<file path="src/rtl/opaddr_pkg.sv">
package opaddr_pkg;
  typedef enum logic [2:0] {
    AM_REG  = 3'd0,
    AM_IND  = 3'd1,
    AM_PINC = 3'd2,
    AM_PDEC = 3'd3,
    AM_DIND = 3'd4,
    AM_IDX  = 3'd5,
    AM_RSV6 = 3'd6,
    AM_RSV7 = 3'd7
  } amode_e;

  typedef enum logic [1:0] {
    OP_ADDR = 2'd0,
    OP_LPUSH = 2'd1,
    OP_IJMP = 2'd2,
    OP_RSV  = 2'd3
  } opk_e;

  typedef enum logic [1:0] {
    ST_IDLE = 2'd0,
    ST_RDP  = 2'd1,
    ST_RDT  = 2'd2,
    ST_PUSH = 2'd3
  } st_e;
endpackage

</file>
<file path="src/rtl/opaddr_step.sv">
module opaddr_step #(
  parameter int AW = 16
) (
  input  logic [1:0]    size,
  output logic [AW-1:0] step
);
  always_comb begin
    unique case (size)
      2'd0:    step = AW'(1);
      2'd1:    step = AW'(2);
      default: step = AW'(4);
    endcase
  end
endmodule

</file>
<file path="src/rtl/opaddr_calc.sv">
module opaddr_calc #(
  parameter int AW = 16,
  parameter int RW = 4
) (
  input  logic [2:0]    mode,
  input  logic [RW-1:0] ridx,
  input  logic [AW-1:0] pval,
  input  logic [AW-1:0] disp,
  input  logic [AW-1:0] step,
  output logic [AW-1:0] ea,
  output logic          is_reg,
  output logic          upd,
  output logic [AW-1:0] newp,
  output logic          dind
);
  import opaddr_pkg::*;

  always_comb begin
    ea     = pval;
    is_reg = 1'b0;
    upd    = 1'b0;
    newp   = pval;
    dind   = 1'b0;
    case (amode_e'(mode))
      AM_REG: begin
        ea     = AW'(ridx);
        is_reg = 1'b1;
      end
      AM_PINC: begin
        upd  = 1'b1;
        newp = pval + step;
      end
      AM_PDEC: begin
        ea   = pval - step;
        upd  = 1'b1;
        newp = pval - step;
      end
      AM_DIND: dind = 1'b1;
      AM_IDX:  ea = pval + disp;
      default: ea = pval;
    endcase
  end
endmodule

</file>
<file path="src/rtl/opaddr_wrmux.sv">
module opaddr_wrmux #(
  parameter int AW = 16,
  parameter int RW = 4
) (
  input  logic          ptr_wr,
  input  logic [RW-1:0] ptr_idx,
  input  logic [AW-1:0] ptr_val,
  input  logic          opw_valid,
  input  logic [RW-1:0] opw_idx,
  input  logic [AW-1:0] opw_data,
  output logic          opw_ready,
  output logic          rf_wr_en,
  output logic [RW-1:0] rf_wr_idx,
  output logic [AW-1:0] rf_wr_data
);
  assign opw_ready  = ~ptr_wr;
  assign rf_wr_en   = ptr_wr | opw_valid;
  assign rf_wr_idx  = ptr_wr ? ptr_idx : opw_idx;
  assign rf_wr_data = ptr_wr ? ptr_val : opw_data;
endmodule

</file>
<file path="src/rtl/opaddr_gen.sv">
module opaddr_gen #(
  parameter int AW   = 16,
  parameter int NREG = 16
) (
  input  logic                     clk,
  input  logic                     rst_n,
  input  logic                     start,
  input  logic [1:0]               op,
  input  logic [2:0]               mode,
  input  logic [$clog2(NREG)-1:0]  rsel,
  input  logic [1:0]               size,
  input  logic [AW-1:0]            disp,
  input  logic [AW-1:0]            target,
  input  logic [AW-1:0]            ret_addr,
  output logic                     busy,
  output logic                     done,
  output logic [AW-1:0]            ea,
  output logic                     ea_is_reg,
  output logic                     pc_load,
  output logic [AW-1:0]            pc_new,
  output logic [$clog2(NREG)-1:0]  rf_rd_idx,
  input  logic [AW-1:0]            rf_rd_data,
  output logic                     rf_wr_en,
  output logic [$clog2(NREG)-1:0]  rf_wr_idx,
  output logic [AW-1:0]            rf_wr_data,
  input  logic                     opw_valid,
  input  logic [$clog2(NREG)-1:0]  opw_idx,
  input  logic [AW-1:0]            opw_data,
  output logic                     opw_ready,
  output logic                     mem_req,
  output logic                     mem_we,
  output logic [AW-1:0]            mem_addr,
  output logic [AW-1:0]            mem_wdata,
  input  logic [AW-1:0]            mem_rdata,
  input  logic                     mem_ready
);
  import opaddr_pkg::*;

  localparam int RW     = $clog2(NREG);
  localparam int ABYTES = AW / 8;

  // reset: asynchronous assert, synchronous release
  logic [1:0] rst_sync;
  logic       rst_ni;
  always_ff @(posedge clk or negedge rst_n) begin
    if (!rst_n) rst_sync <= 2'b00;
    else        rst_sync <= {rst_sync[0], 1'b1};
  end
  assign rst_ni = rst_sync[1];

  // state registers and their next values
  st_e           state_q, state_d;
  logic [AW-1:0] ea_q, ea_d, addr_q, addr_d, wdata_q, wdata_d, pc_q, pc_d;
  logic [AW-1:0] pval_q, pval_d;
  logic [RW-1:0] pidx_q, pidx_d;
  logic          isreg_q, isreg_d, done_q, done_d, pcld_q, pcld_d;
  logic          pwr_q, pwr_d, ij_q, ij_d;

  // combinational helpers
  logic [AW-1:0] step, c_ea, c_newp, p;
  logic          c_isreg, c_upd, c_dind, accept;

  assign rf_rd_idx = rsel;
  assign p         = rf_rd_data;
  assign accept    = start && (state_q == ST_IDLE);

  opaddr_step #(.AW(AW)) u_step (
    .size (size),
    .step (step)
  );

  opaddr_calc #(.AW(AW), .RW(RW)) u_calc (
    .mode   (mode),
    .ridx   (rsel),
    .pval   (p),
    .disp   (disp),
    .step   (step),
    .ea     (c_ea),
    .is_reg (c_isreg),
    .upd    (c_upd),
    .newp   (c_newp),
    .dind   (c_dind)
  );

  opaddr_wrmux #(.AW(AW), .RW(RW)) u_wrmux (
    .ptr_wr     (pwr_q),
    .ptr_idx    (pidx_q),
    .ptr_val    (pval_q),
    .opw_valid  (opw_valid),
    .opw_idx    (opw_idx),
    .opw_data   (opw_data),
    .opw_ready  (opw_ready),
    .rf_wr_en   (rf_wr_en),
    .rf_wr_idx  (rf_wr_idx),
    .rf_wr_data (rf_wr_data)
  );

  // next-state logic
  always_comb begin
    state_d = state_q;
    ea_d    = ea_q;
    isreg_d = isreg_q;
    addr_d  = addr_q;
    wdata_d = wdata_q;
    pc_d    = pc_q;
    pidx_d  = pidx_q;
    pval_d  = pval_q;
    ij_d    = ij_q;
    done_d  = 1'b0;
    pcld_d  = 1'b0;
    pwr_d   = 1'b0;
    case (state_q)
      ST_IDLE: begin
        if (accept) begin
          pidx_d = rsel;
          if (opk_e'(op) == OP_LPUSH) begin
            pwr_d   = 1'b1;
            pval_d  = p - AW'(ABYTES);
            addr_d  = p - AW'(ABYTES);
            ea_d    = p - AW'(ABYTES);
            isreg_d = 1'b0;
            wdata_d = ret_addr;
            pc_d    = target;
            state_d = ST_PUSH;
          end else begin
            pwr_d   = c_upd;
            pval_d  = c_newp;
            ea_d    = c_ea;
            isreg_d = c_isreg;
            ij_d    = (opk_e'(op) == OP_IJMP);
            if (c_dind) begin
              addr_d  = p;
              state_d = ST_RDP;
            end else if (opk_e'(op) == OP_IJMP) begin
              if (c_isreg) begin
                pc_d   = p;
                pcld_d = 1'b1;
                done_d = 1'b1;
              end else begin
                addr_d  = c_ea;
                state_d = ST_RDT;
              end
            end else begin
              done_d = 1'b1;
            end
          end
        end
      end
      ST_RDP: begin
        if (mem_ready) begin
          ea_d = mem_rdata;
          if (ij_q) begin
            addr_d  = mem_rdata;
            state_d = ST_RDT;
          end else begin
            done_d  = 1'b1;
            state_d = ST_IDLE;
          end
        end
      end
      ST_RDT: begin
        if (mem_ready) begin
          pc_d    = mem_rdata;
          pcld_d  = 1'b1;
          done_d  = 1'b1;
          state_d = ST_IDLE;
        end
      end
      default: begin
        if (mem_ready) begin
          pcld_d  = 1'b1;
          done_d  = 1'b1;
          state_d = ST_IDLE;
        end
      end
    endcase
  end

  // register process
  always_ff @(posedge clk or negedge rst_ni) begin
    if (!rst_ni) begin
      state_q <= ST_IDLE;
      ea_q    <= '0;
      isreg_q <= 1'b0;
      addr_q  <= '0;
      wdata_q <= '0;
      pc_q    <= '0;
      pidx_q  <= '0;
      pval_q  <= '0;
      ij_q    <= 1'b0;
      done_q  <= 1'b0;
      pcld_q  <= 1'b0;
      pwr_q   <= 1'b0;
    end else begin
      state_q <= state_d;
      ea_q    <= ea_d;
      isreg_q <= isreg_d;
      addr_q  <= addr_d;
      wdata_q <= wdata_d;
      pc_q    <= pc_d;
      pidx_q  <= pidx_d;
      pval_q  <= pval_d;
      ij_q    <= ij_d;
      done_q  <= done_d;
      pcld_q  <= pcld_d;
      pwr_q   <= pwr_d;
    end
  end

  assign busy      = (state_q != ST_IDLE);
  assign done      = done_q;
  assign ea        = ea_q;
  assign ea_is_reg = isreg_q;
  assign pc_load   = pcld_q;
  assign pc_new    = pc_q;
  assign mem_req   = (state_q != ST_IDLE);
  assign mem_we    = (state_q == ST_PUSH);
  assign mem_addr  = addr_q;
  assign mem_wdata = wdata_q;


  mem_hold_chk: assert property (@(posedge clk) disable iff (!rst_ni)
    (mem_req && !mem_ready) |=> (mem_req && $stable(mem_addr) && $stable(mem_we)));


  push_then_branch_chk: assert property (@(posedge clk) disable iff (!rst_ni)
    (mem_req && mem_we && mem_ready) |=> (pc_load && done));


  ijmp_pc_chk: assert property (@(posedge clk) disable iff (!rst_ni)
    (state_q == ST_RDT && mem_ready) |=> (pc_load && pc_new == $past(mem_rdata)));


  pcload_with_done_chk: assert property (@(posedge clk) disable iff (!rst_ni)
    pc_load |-> done);


  ptr_wr_after_accept_chk: assert property (@(posedge clk) disable iff (!rst_ni)
    pwr_q |-> $past(accept));


  done_when_idle_chk: assert property (@(posedge clk) disable iff (!rst_ni)
    done |-> !busy);
endmodule

</file>
<file path="config.mk">
export PLATFORM = sky130hd
export DESIGN_NAME = opaddr_gen
export DESIGN_NICKNAME = d
export VERILOG_FILES = /design/src/rtl/opaddr_pkg.sv /design/src/rtl/opaddr_step.sv /design/src/rtl/opaddr_calc.sv /design/src/rtl/opaddr_wrmux.sv /design/src/rtl/opaddr_gen.sv
export SDC_FILE = /design/constraint.sdc
export NUM_CORES = 1
export LEC_CHECK = 0
export BUFFER_PORTS_ARGS = -buffer_cell sky130_fd_sc_hd__buf_2
export CORE_UTILIZATION = 48
export CTS_CLUSTER_SIZE = 20
export DETAILED_ROUTE_END_ITERATION = 8
export PLACE_DENSITY = 0.75
export SYNTH_ARGS = -nofsm -noshare
export SYNTH_HDL_FRONTEND = slang
export SYNTH_SLANG_ARGS = --single-unit
</file>
<file path="constraint.sdc">
create_clock -name clk -period 3.18 [get_ports clk]
set_input_delay 0.636 -clock clk [delete_from_list [all_inputs] [get_ports clk]]
set_output_delay 0.636 -clock clk [all_outputs]
set_load 0.005 [all_outputs]
</file>
# --- Word-level counts from Yosys, hierarchy flattened ---
# Cells that the tools add are included.
totals:
  regBits: 93
  input_bits: 116
  output_inout_bits: 96
  wordCells: 109
op_classes:
  addsub: 4
  n_eq_ne: 19
  n_mux: 54
  bitwise: 3
  reduce_logical: 16
op_table:
  columns: ["operator", "n"]
  rows:
  - ["two-way mux 16 bit", 17]
  - ["case mux 16 bit (2 select lines)", 4]
  - ["case mux 16 bit (3 select lines)", 1]
  - ["two-way mux 1 bit", 19]
  - ["adder 16 bit", 1]
  - ["adder 16 x 3 -> 16 bit", 1]
  - ["two-way mux 2 bit", 8]
  - ["subtractor 16 x 2 -> 16 bit, second input constant", 1]
  - ["subtractor 16 x 3 -> 16 bit", 1]
  - ["AND reduction 6 bit", 2]
  - ["AND reduction 3 bit", 3]
  - ["inequality test 2 bit, second input constant", 4]
  - ["nonzero test 2 bit", 4]
  - ["== test 2 x 1 -> 1 bit, second input constant", 3]
  - ["== test 2 bit, second input constant", 3]
  - ["== test 3 x 2 -> 1 bit, second input constant", 2]
  - ["== test 3 bit, second input constant", 2]
  - ["inequality test 3 x 2 -> 1 bit, second input constant", 2]
  - ["case mux 3 bit (2 select lines)", 1]
  - ["AND reduction 5 bit", 1]
  - ["zero test 2 bit", 2]
  - ["two-way mux 4 bit", 1]
  - ["inequality test 4 x 2 -> 1 bit, second input constant", 1]
  - ["inequality test 4 x 3 -> 1 bit, second input constant", 1]
  - ["9 further kinds", 11]

# --- Longest topological paths before layout ---
logic_depth:
  ltp_word: 10
  depth_mapped: 12
  ltp_nobuf: 11

# --- Hierarchy ---
# A second synthesis with hierarchy kept.
unflattened:
  hier_cells: 1015
  area_unflattened_um2: 8359.3
modules_own_cells:
  columns: ["mod", "n_inst", "cells_per_inst", "area_each_um2", "seq_area_each_um2"]
  rows:
  - ["opaddr_gen", 1, 539, 4993.5, 2327.2]
  - ["opaddr_calc", 1, 435, 2992.9, 0.0]
  - ["opaddr_wrmux", 1, 24, 257.7, 0.0]
  - ["opaddr_step", 1, 17, 115.1, 0.0]

# --- Worst setup path before layout ---
# OpenSTA, ideal clock, no wires.
synth_timing:
  kind: "input -> register"
  from: "in disp[3]"
  to: "reg addr_q[9] (netlist: mem_addr[9])"
  arrival_ps: 2477
  required_ps: 3047
  setup_slack_ps: 571
  path_stages: 8
  n_path_buf: 0
  path_cell_list: "ha_1 -> a21o_1 -> a21oi_1 -> a21oi_1 -> or3b_2 -> xor2_1 -> a211oi_1 -> o31ai_1"
synth_between:
  elab_chain_cells: 8
synth_lines:
  columns: ["item", "line_no", "source"]
  rows:
  - ["start: declaration", "opaddr_gen.sv:12", "input logic [AW-1:0] disp,"]
  - ["adder 16 bit", "opaddr_calc.sv:39", "AM_IDX: ea = pval + disp;"]
  - ["case mux 16 bit (3 select lines)", "opaddr_calc.sv:24", "case (amode_e'(mode))"]
  - ["two-way mux 16 bit", "opaddr_gen.sv:135", "if (c_isreg) begin"]
  - ["two-way mux 16 bit", "opaddr_gen.sv:134", "end else if (opk_e'(op) == OP_IJMP) begin"]
  - ["two-way mux 16 bit", "opaddr_gen.sv:131", "if (c_dind) begin"]
  - ["two-way mux 16 bit", "opaddr_gen.sv:116", "if (opk_e'(op) == OP_LPUSH) begin"]
  - ["two-way mux 16 bit", "opaddr_gen.sv:114", "if (accept) begin"]
  - ["case mux 16 bit (2 select lines)", "opaddr_gen.sv:112", "case (state_q)"]
  - ["end signal: assignment", "opaddr_gen.sv:198", "addr_q <= addr_d;"]
  - ["end: declaration", "opaddr_gen.sv:53", "logic [AW-1:0] ea_q, ea_d, addr_q, addr_d, wdata_q, wdata_d, pc_q, pc_d;"]
# Every way passes these cells. The select of a mux whose other input is x is not followed.
# A chain may end at the register's enable or synchronous reset.

# --- Worst setup path in the final report ---
layout_timing:
  from: "in rf_rd_data[1]"
  to: "reg addr_q[11] (netlist: mem_addr[11])"
layout_between:
  elab_chain_cells: 8
  word_cells_on_any_way: 10
  classes_between: "add/sub (3); mux (7)"
layout_lines:
  columns: ["item", "line_no", "source"]
  rows:
  - ["start: declaration", "opaddr_gen.sv:22", "input logic [AW-1:0] rf_rd_data,"]
  - ["adder 16 bit / subtractor 16 x 3 -> 16 bit (equally long branches)", "opaddr_calc.sv:39, opaddr_calc.sv:34", null]
  - ["case mux 16 bit (3 select lines)", "opaddr_calc.sv:24", null]
  - ["two-way mux 16 bit", "opaddr_gen.sv:135", null]
  - ["two-way mux 16 bit", "opaddr_gen.sv:134", null]
  - ["two-way mux 16 bit", "opaddr_gen.sv:131", null]
  - ["two-way mux 16 bit (*)", "opaddr_gen.sv:116", null]
  - ["two-way mux 16 bit (*)", "opaddr_gen.sv:114", null]
  - ["case mux 16 bit (2 select lines) (*)", "opaddr_gen.sv:112", null]
# Every way passes the cells marked *; elsewhere a longest branch is shown, timed or not. The select of a mux whose other input is x is not followed.

==> impl_metrics.toml <==
[logic_synthesis]
ys_seq_elements = 93
syn_inst = 846
ys_types = 72
synth_most_common_cell = "nand2_1"
netlist.area_leader.share = 0.334
synthArstFlopShare = 1.00
synth_seq_area_share = 0.334
synth_nets = 990
synthTopCellsByCount = "nand2_1, dfrtp_1, nor2_1"
netlist_area_um2 = 6970
synthTopCellsByArea = "dfrtp_1, mux2_2, nand2_1"
yosys.area.top_type = "dfrtp_1"
avgSynthCellArea_um2 = 8.24
synth_flop_cell = "dfrtp_1"
synth-warning-count = 0
synth_edf_count = 0

[global_routing]
gr-total-overflow = 0
grt_pass1_wl_mm = 35.5
antenna_found_initial = 0
grt_max_degree = 54
grt_usage = 0.308
grt_pass1_vias = 6882

[placed_design]
io_buffer_count = 211
placedInstanceArea_um2 = 8240
dp_hpwl_mm = 18.0
gp_congestion = 0.943
dp_worst_setup_slack_ns = 0.111

[worst_setup_path]
critPathBufInv = 2
crit_path_start_kind = "primary input"
cp_cell_sequence = "buf_2 -> inv_1 -> ha_1 -> or3b_1 -> nor4_4 -> mux2i_1 -> a2111oi_0 -> o21ai_1 -> a21oi_1 -> o21ai_1"
r2r-end = "ea[8]$_DFFE_PN0P_"
timing.rr.start = "state_q[0]$_DFFE_PN0P_"
rr_worst_depth = 5
crit_path_max_incr_delay_ns = 0.48
path_delay_family = "compound AO/OA/AOI/OAI gates"
crit_fanout = 5
worst_ep_arrival_time_ns = 3.03
cp_common_cell = "o21ai_1"
crit_slowest_cell = "or3b_1"
cp-end-kind = "register"
critPathRequiredTime_ns = 3.41
critical_path_class = "primary input to register"
ff2ff_setup_slack_ns = 1.10

[clock_network]
worstSkewPairLatency_ns = 0.35
clock_path_buffers = 2
cts-hold-fix-buffers = 0
cts_tree = "done"
cts_root_buffer = "clkbuf_16"
post-cts-setup-buffers = 0
cts_sinks = 93
htreeDepth = 3
cts_made_buffers = 9
post_cts_resized = 0
clk_pin_slew_ns = 0.07

[timing]
rsz0062_at_grt = "no"
fin_crit_ns = 2.80
post-route-period-util = 0.880
fin_skew_ns = 0.00760
slew_headroom = 0.422
drv_slew = 0
hold_viol = 0
fin_ws_ns = 0.382
setup_viol = 0
tns_ns = 0
maxClockFrequency_ghz = 0.357
tightest_slew_ns = 0.867

[die]
ios = 212
core.rowCount = 43
dieHeight_um = 123
initial_core_util = 0.497
die_w_um = 123
core_area_um2 = 14000
die-area_um2 = 15000

[drt]
drtPass1Iterations = 5
via_per_inst = 5.93
wl_per_cell_um = 18.8
drtIter0Drc = 657
vias = 7237
drc = 0
wirelength_mm = 22.9
ant_nets = 0

[outcome]
outcome = "completed"

[worst_hold_path]
hold_path_class = "primary input to asynchronous set/reset pin"

[final_layout]
area_growth_pct = 23.1
antenna_cells = 0
finalInstanceArea_um2 = 8590
finalNetCount = 1180
drive_gt1_frac = 0.316

[run]
cap_viol_max_count = 0

[power]
powerDensity_nw_per_um2 = 647
p_leak_nw = 3.96
power.total_mw = 5.55
vdd_drop_max_uv = 291
[through the flow]
stage,util,instances,hold WS [ns]
floorplan,-,846,0.331
global placement,0.587,1205,0.337
detailed placement,0.587,1205,0.346
CTS,0.612,1221,0.0470
global route,0.612,1221,0.0507
finish,0.612,1221,0.0522
[worst reg2reg max path, cell delays in order, from the launching register on]
cell and delay [ns]:
dfrtp_1 0.44, inv_1 0.14, nor2_1 0.47, nand2_1 0.11, nand2_1 0.42, mux2_2 0.40
[worst max-delay path by stage]
| stage | startpoint | endpoint | slack [ns] | cells after the start |
|---|---|---|---|---|
| floorplan | rst_sync[1]$_DFF_PN0_ | done$_DFF_PN0_ | 0.40 | 0 |
| global placement | size[0] | pval_q[10]$_DFFE_PN0P_ | 0.14 | 11 |
| detailed placement | rf_rd_data[1] | ea[11]$_DFFE_PN0P_ | 0.11 | 10 |
| CTS | rf_rd_data[1] | mem_addr[11]$_DFFE_PN0P_ | 0.43 | 10 |
| global route | rf_rd_data[1] | mem_addr[11]$_DFFE_PN0P_ | 0.30 | 10 |
| finish | rf_rd_data[1] | mem_addr[11]$_DFFE_PN0P_ | 0.38 | 10 |
[routing by layer]
layer / vias up / track usage / routed length [um]
li1: 3393 / - / -
met1: 3381 / 0.413 / 9500
met2: 400 / 0.493 / 10700
met3: 63 / 0.0446 / 2010
met4: 0 / 0.130 / 682
met5: - / 0 / 0
[kinds of logic after synthesis]
group / Yosys count / synth area share
flops: 93 / 0.334
simple gates: 296 / 0.201
xor+xnor: 36 / 0.0452
other cells: 1 / 0.000538
compound gates: 243 / 0.217
mux: 62 / 0.0969
buf+inv: 87 / 0.0524
fa+ha+maj: 28 / 0.0535
[cell usage in the layout (no fill, tap or decap), types with 8 or more instances in the layout]
cell type	netlist	routed
ha_1	25	24
xnor2_1	23	23
a211oi_1	9	9
buf_4	5	36
a21oi_1	67	67
mux2_2	44	44
nor3_1	23	23
inv_1	18	18
xor2_1	13	13
nor2_1	92	92
o21ai_0	63	63
clkbuf_16	0	9
o21ai_1	9	9
nand2b_1	8	8
o31ai_1	10	10
nand3_1	16	16
dfrtp_1	93	92
a31oi_1	17	17
buf_2	10	211
nand2_1	99	99
mux2i_1	18	18
a21o_1	8	8
[area by class of cell]
cell class | instances | area, um^2
Clock buffer | 10 | 229
Clock inverter | 6 | 119
Sequential cell | 93 | 2330
Multi-Input combinational cell | 666 | 4290
Tap cell | 180 | 225
Inverter | 19 | 71.3
Fill cell | 1316 | 5460
Timing Repair Buffer | 247 | 1330
[power breakdown]
part / switching (mW) / internal, mW
clock: 0.475 / 0.778
combinational: 1.20 / 1.04
sequential: 0.334 / 1.73
No activity file was read; power rests on OpenSTA's default activity.
